===== src/rtl/glitch_inj_pkg.sv =====
package glitch_inj_pkg;

    typedef enum logic [1:0] {
        ST_IDLE  = 2'd0,
        ST_ARMED = 2'd1,
        ST_PULL  = 2'd2,
        ST_WAIT  = 2'd3
    } inj_state_e;

    typedef enum logic {
        MODE_PULL  = 1'b0,
        MODE_EVENT = 1'b1
    } inj_mode_e;

    // Limit a requested microsecond count to the configured ceiling.
    function automatic logic [31:0] clamp_us(input logic [31:0] req, input logic [31:0] ceiling);
        return (req > ceiling) ? ceiling : req;
    endfunction

endpackage


===== src/rtl/scl_fall_det.sv =====
module scl_fall_det #(
    parameter int SYNC_STAGES = 2
) (
    input  logic clk,
    input  logic rst,
    input  logic scl_i,
    output logic fall_o
);
    logic [SYNC_STAGES-1:0] sync_q;
    logic                   prev_q;

    always_ff @(posedge clk) begin
        if (rst) begin
            sync_q <= '1;
            prev_q <= 1'b1;
        end else begin
            sync_q <= {sync_q[SYNC_STAGES-2:0], scl_i};
            prev_q <= sync_q[SYNC_STAGES-1];
        end
    end

    assign fall_o = prev_q & ~sync_q[SYNC_STAGES-1];

    // A fall indication is a single-cycle event per transition.
    AST_FALL_ISOLATED: assert property (@(posedge clk) disable iff (rst)
        fall_o |=> !fall_o);

endmodule


===== src/rtl/us_tick_gen.sv =====
module us_tick_gen #(
    parameter int CLK_PER_US = 50
) (
    input  logic clk,
    input  logic rst,
    input  logic clr_i,
    output logic tick_o
);
    localparam int CNT_W = (CLK_PER_US > 1) ? $clog2(CLK_PER_US) : 1;
    localparam logic [CNT_W-1:0] LAST = CNT_W'(CLK_PER_US - 1);

    logic [CNT_W-1:0] cnt_q;

    assign tick_o = (cnt_q == LAST);

    always_ff @(posedge clk) begin
        if (rst || clr_i) begin
            cnt_q <= '0;
        end else if (tick_o) begin
            cnt_q <= '0;
        end else begin
            cnt_q <= cnt_q + CNT_W'(1);
        end
    end

    AST_TICK_BOUND: assert property (@(posedge clk) disable iff (rst)
        cnt_q <= LAST);

endmodule


===== src/rtl/glitch_ctrl.sv =====
module glitch_ctrl
    import glitch_inj_pkg::*;
#(
    parameter int          DUR_W  = 17,
    parameter int unsigned MAX_US = 100000
) (
    input  logic             clk,
    input  logic             rst,
    input  logic             arm_i,
    input  logic             mode_i,
    input  logic [DUR_W-1:0] dur_i,
    input  logic             abort_i,
    input  logic             fall_i,
    input  logic             tick_i,
    output logic             tick_clr_o,
    output logic             sda_pull_o,
    output logic             fault_evt_o
);
    localparam logic [31:0]      MAX_L = 32'(MAX_US);
    localparam logic [DUR_W-1:0] MAX_V = DUR_W'(MAX_US);
    localparam logic [DUR_W-1:0] ONE   = DUR_W'(1);

    inj_state_e       state_q;
    inj_mode_e        mode_q;
    logic [DUR_W-1:0] remain_q;
    logic [DUR_W-1:0] dur_clamped;

    assign dur_clamped = DUR_W'(clamp_us(32'(dur_i), MAX_L));
    // Prescaler phase is held at zero until an action begins.
    assign tick_clr_o  = (state_q == ST_IDLE) || (state_q == ST_ARMED);

    always_ff @(posedge clk) begin
        if (rst) begin
            state_q     <= ST_IDLE;
            mode_q      <= MODE_PULL;
            remain_q    <= '0;
            sda_pull_o  <= 1'b0;
            fault_evt_o <= 1'b0;
        end else begin
            fault_evt_o <= 1'b0;
            unique case (state_q)
                ST_IDLE: begin
                    if (arm_i && !abort_i) begin
                        state_q  <= ST_ARMED;
                        mode_q   <= inj_mode_e'(mode_i);
                        remain_q <= dur_clamped;
                    end
                end
                ST_ARMED: begin
                    if (abort_i) begin
                        state_q <= ST_IDLE;
                    end else if (fall_i) begin
                        if (remain_q == '0) begin
                            fault_evt_o <= (mode_q == MODE_EVENT);
                            state_q     <= ST_IDLE;
                        end else if (mode_q == MODE_PULL) begin
                            sda_pull_o <= 1'b1;
                            state_q    <= ST_PULL;
                        end else begin
                            state_q <= ST_WAIT;
                        end
                    end
                end
                ST_PULL: begin
                    if (tick_i) begin
                        remain_q <= remain_q - ONE;
                        if (remain_q == ONE) begin
                            sda_pull_o <= 1'b0;
                            state_q    <= ST_IDLE;
                        end
                    end
                end
                ST_WAIT: begin
                    if (tick_i) begin
                        remain_q <= remain_q - ONE;
                        if (remain_q == ONE) begin
                            fault_evt_o <= 1'b1;
                            state_q     <= ST_IDLE;
                        end
                    end
                end
                default: state_q <= ST_IDLE;
            endcase
        end
    end

    AST_PULL_START: assert property (@(posedge clk) disable iff (rst)
        $rose(sda_pull_o) |-> ($past(fall_i) && $past(state_q == ST_ARMED)));

    AST_CLAMP_BOUND: assert property (@(posedge clk) disable iff (rst)
        (state_q != ST_IDLE) |-> (remain_q <= MAX_V));

    AST_EVT_SINGLE: assert property (@(posedge clk) disable iff (rst)
        fault_evt_o |=> !fault_evt_o);

    AST_WAIT_NO_PULL: assert property (@(posedge clk) disable iff (rst)
        (state_q == ST_WAIT) |-> !sda_pull_o);

    AST_ABORT_IDLE: assert property (@(posedge clk) disable iff (rst)
        (state_q == ST_ARMED && abort_i) |=> (state_q == ST_IDLE && !sda_pull_o && !fault_evt_o));

    AST_ONE_SHOT: assert property (@(posedge clk) disable iff (rst)
        (state_q == ST_IDLE && !arm_i) |=> (state_q == ST_IDLE && !sda_pull_o));

endmodule


===== src/rtl/scl_glitch_injector.sv =====
module scl_glitch_injector #(
    parameter int          CLK_PER_US  = 50,
    parameter int unsigned MAX_US      = 100000,
    parameter int          DUR_W       = 17,
    parameter int          SYNC_STAGES = 2
) (
    input  logic             clk,
    input  logic             rst,
    input  logic             arm_i,
    input  logic             mode_i,
    input  logic [DUR_W-1:0] dur_us_i,
    input  logic             abort_i,
    input  logic             scl_i,
    output logic             sda_pull_o,
    output logic             fault_evt_o
);
    logic fall_w;
    logic tick_w;
    logic tick_clr_w;

    scl_fall_det #(
        .SYNC_STAGES(SYNC_STAGES)
    ) u_fall (
        .clk   (clk),
        .rst   (rst),
        .scl_i (scl_i),
        .fall_o(fall_w)
    );

    us_tick_gen #(
        .CLK_PER_US(CLK_PER_US)
    ) u_tick (
        .clk   (clk),
        .rst   (rst),
        .clr_i (tick_clr_w),
        .tick_o(tick_w)
    );

    glitch_ctrl #(
        .DUR_W (DUR_W),
        .MAX_US(MAX_US)
    ) u_ctrl (
        .clk        (clk),
        .rst        (rst),
        .arm_i      (arm_i),
        .mode_i     (mode_i),
        .dur_i      (dur_us_i),
        .abort_i    (abort_i),
        .fall_i     (fall_w),
        .tick_i     (tick_w),
        .tick_clr_o (tick_clr_w),
        .sda_pull_o (sda_pull_o),
        .fault_evt_o(fault_evt_o)
    );

    AST_OUTPUTS_EXCLUSIVE: assert property (@(posedge clk) disable iff (rst)
        !(sda_pull_o && fault_evt_o));

endmodule


===== config.mk =====
export PLATFORM = sky130hd
export DESIGN_NAME = scl_glitch_injector
export DESIGN_NICKNAME = d
export VERILOG_FILES = /design/src/rtl/glitch_inj_pkg.sv /design/src/rtl/scl_fall_det.sv /design/src/rtl/us_tick_gen.sv /design/src/rtl/glitch_ctrl.sv /design/src/rtl/scl_glitch_injector.sv
export SDC_FILE = /design/constraint.sdc
export NUM_CORES = 1
export LEC_CHECK = 0
export BUFFER_PORTS_ARGS = -buffer_cell sky130_fd_sc_hd__buf_2
export CORE_ASPECT_RATIO = 1.75
export CORE_MARGIN = 2
export CORE_UTILIZATION = 55
export DETAILED_ROUTE_END_ITERATION = 10
export HOLD_SLACK_MARGIN = 0.08
export PLACE_DENSITY = 0.77
export RECOVER_POWER = 25
export SYNTH_ARGS = -nofsm -noshare
export SYNTH_HDL_FRONTEND = slang
export SYNTH_SLANG_ARGS = --single-unit

===== constraint.sdc =====
create_clock -name clk -period 2.8 [get_ports clk]
set_input_delay 0.56 -clock clk [delete_from_list [all_inputs] [get_ports clk]]
set_output_delay 0.56 -clock clk [all_outputs]
set_load 0.02 [all_outputs]

==> results.json <==
{
  "final_min_period_over_clock_period": 0.793,
  "wl_microns": 4650,
  "grt_max_degree": 33,
  "clockBufferDepth": 2,
  "fin_area_sq_um": 2070,
  "grt_pass1_wl_microns": 7710,
  "cts_sinks": 31,
  "antenna_found_initial": 0,
  "vias": 1838,
  "nets": 285,
  "antenna_left": 0,
  "min_path_type": "reg2reg",
  "arrival_ns": 2.39,
  "area_growth_pct": 14.8,
  "num_rows": 27,
  "cts_buffers": 5,
  "ys_seq_elements": 31,
  "ys_types": 54,
  "drt-pass1-iter-count": 4,
  "drt-initial-drc-count": 85,
  "syn_area_sq_um": 1810,
  "diodes": 0,
  "internal_power_mw": 0.828,
  "place_area_sq_um": 1970,
  "synth_top_area_frac": 0.344,
  "reg2reg_depth": 5,
  "ios": 25,
  "worst_slew_margin_rel": 0.0998,
  "grt_usage": 0.282,
  "setup_viol": 0,
  "die_x_microns": 47.3,
  "startpoint": "dur_us_i[6]",
  "combPwrFrac": 0.178,
  "portBuffers": 24,
  "grt_overflow": 0,
  "dp_hpwl_microns": 3440,
  "outcome": "complete, no violations",
  "fin_skew_ns": 0.00349,
  "fin_crit_ns": 2.22,
  "yosysWarnings": 0,
  "hp-start": "u_fall.sync_q[0]",
  "seqPwrFrac": 0.424,
  "async_reset_ff_frac": 0,
  "p_clk_frac": 0.398,
  "drv_cap": 0,
  "total_leakage_power_nw": 0.783,
  "die_area_sq_um": 3780,
  "p_switching_mw": 0.325,
  "cts_max_level": 2,
  "hold_viol": 0,
  "syn_nets": 262,
  "cts_resized": 0,
  "synth_top_family_by_area": "simple AND/OR/NAND/NOR gates",
  "synth_mux_area_frac": 0,
  "startpoint_type": "input port",
  "synth_xor_area_frac": 0.0194,
  "start_util": 0.575,
  "synth_seq_area_share": 0.344,
  "yosys-top-cells-area": "dfxtp_1, a21oi_1, nand2_1, nor2_1, ha_1",
  "syn_inst": 234,
  "post_cts_buffers": 0,
  "regToRegSetupSlack_ns": 0.59,
  "yosysTopAreaCell": "dfxtp_1",
  "swShare": 0.282,
  "critPathCaptureType": "flop",
  "r2r-start": "u_ctrl.state_q[1]",
  "finalMaxSlewViolations": 0,
  "power_density_nw_per_um2": 556,
  "gp_routability_congestion": 0.872,
  "crit_type": "in2reg",
  "rsz0062_at_grt": "no",
  "fillers": 276,
  "required_ns": 2.97,
  "cts.reportedPaths.clkPinSlew_ns": 0.06,
  "ys.flop_type": "dfxtp_1",
  "drive_above_1_share": 0.174,
  "fmax_ghz": 0.450,
  "hold_depth": 1,
  "coreArea_sq_um": 3140,
  "grt_pass1_vias": 1732,
  "hold_buffers": 0,
  "drcViolationCount": 0,
  "cts_tree": "built",
  "synth_edf_count": 0,
  "crit_fanout": 6,
  "synth-compound-area-share": 0.236,
  "synthAdderAreaFrac": 0.0347,
  "clk_latency_ns": 0.29,
  "ir_worst_vdd_v": 0.000509,
  "syn-mean-instance-area_sq_um": 7.72,
  "vias_per_cell": 6.11,
  "tightest_slew_ns": 1.35,
  "synthSimpleGateAreaFrac": 0.327,
  "tns_ns": 0,
  "root_buffer": "clkbuf_8",
  "fp.dieH_microns": 79.8,
  "wl_per_cell_microns": 15.4
}
## registers in the layout, indices dropped and copies added, names as in the netlist
signal,cells
u_ctrl.remain_q,17
u_tick.cnt_q,6
u_ctrl.state_q,2
u_fall.sync_q,2
u_ctrl.fault_evt_o,1
u_ctrl.mode_q,1
u_ctrl.sda_pull_o,1
u_fall.prev_q,1
## critical path, cell delays in order
cell	delay [ns]
buf_2	0.11
or4_1	0.49
or4_1	0.51
a21oi_2	0.24
nand2_2	0.15
o221a_1	0.33
## placed cells by master (no fill, tap or decap), drive strengths merged, types with 2 or more instances in the layout
| cell | n |
|---|---|
| o22ai | 4 |
| inv | 6 |
| xor2 | 2 |
| dfxtp | 31 |
| nand4b | 2 |
| or2 | 3 |
| nand4 | 7 |
| or4 | 4 |
| and3 | 2 |
| ha | 5 |
| o21ai | 12 |
| nor2 | 24 |
| nand3 | 10 |
| a211oi | 3 |
| nand2 | 27 |
| o311ai | 2 |
| a31oi | 5 |
| nor2b | 2 |
| nor3 | 10 |
| clkbuf | 9 |
| xnor2 | 2 |
| o31ai | 2 |
| a21oi | 21 |
| a21o | 2 |
| nor3b | 3 |
| nor4 | 7 |
| buf | 26 |
| nand2b | 2 |
## routing by layer
layer | track usage | wire, microns | up-vias | share of wire
met1 | 0.301 | 1780 | 847 | 0.38
li1 | - | - | 919 | -
met4 | 0.144 | 178 | 0 | 0.038
met5 | 0 | 0 | - | 0
met2 | 0.486 | 2510 | 53 | 0.54
met3 | 0.0588 | 170 | 19 | 0.037
## power groups by stage
stage,logic (mW),clock network (mW),registers [mW]
after global routing,0.229,0.482,0.491
after floorplan,0.144,0,0.488
after global placement,0.202,0,0.498
after CTS,0.205,0.468,0.488
after detailed placement,0.204,0,0.498
final,0.205,0.459,0.488
## Yosys cell counts (3+ instances only)
cell type / n
clkbuf_1: 12
o21ai_0: 11
or2_2: 3
nor2_1: 24
nand3_1: 10
nand2_1: 26
dfxtp_1: 31
nor3b_1: 3
or4_1: 4
ha_1: 5
nor3_1: 10
inv_1: 6
a31oi_1: 5
a21oi_1: 20
o22ai_1: 4
nor4_1: 7
nand4_1: 7
## layout make-up
cell class | instances | area (sq um) | area share
well taps | 43 | 53.8 | 0.0260
inverters | 6 | 22.5 | 0.0109
flip-flops and latches | 31 | 621 | 0.299
clock buffers | 6 | 82.6 | 0.0398
repair buffers | 29 | 154 | 0.0742
multi-input cells | 184 | 1100 | 0.533
clock inverters | 2 | 35.0 | 0.0169
## metrics by stage
stage	hold WS (ns)	setup WS (ns)	util	power (mW)	std cells
detailed placement	0.398	0.346	0.626	0.702	293
global placement	0.394	0.377	0.626	0.699	293
CTS	0.417	0.629	0.664	1.16	301
floorplan	0.389	0.563	-	0.631	234
global route	0.438	0.441	0.660	1.20	301
finish	0.413	0.580	0.660	1.15	301
## path summary, 6_finish.rpt
kind,to
min,u_fall.sync_q[1]
max reg2reg,u_ctrl.remain_q[14]
min reg2reg,u_fall.sync_q[1]
max,u_ctrl.remain_q[7]
## cells by family (layout without fill, tap and decap cells)
kind of cell             Yosys count  after routing
AO/OA/AOI/OAI                     64             64
XOR/XNOR                           4              4
adder cells (fa/ha/maj)            5              5
buffers and inverters             19             43
flip-flops                        31             31
AND/OR/NAND/NOR                  111            111
Note: power is estimated with default switching activity, not from simulation.
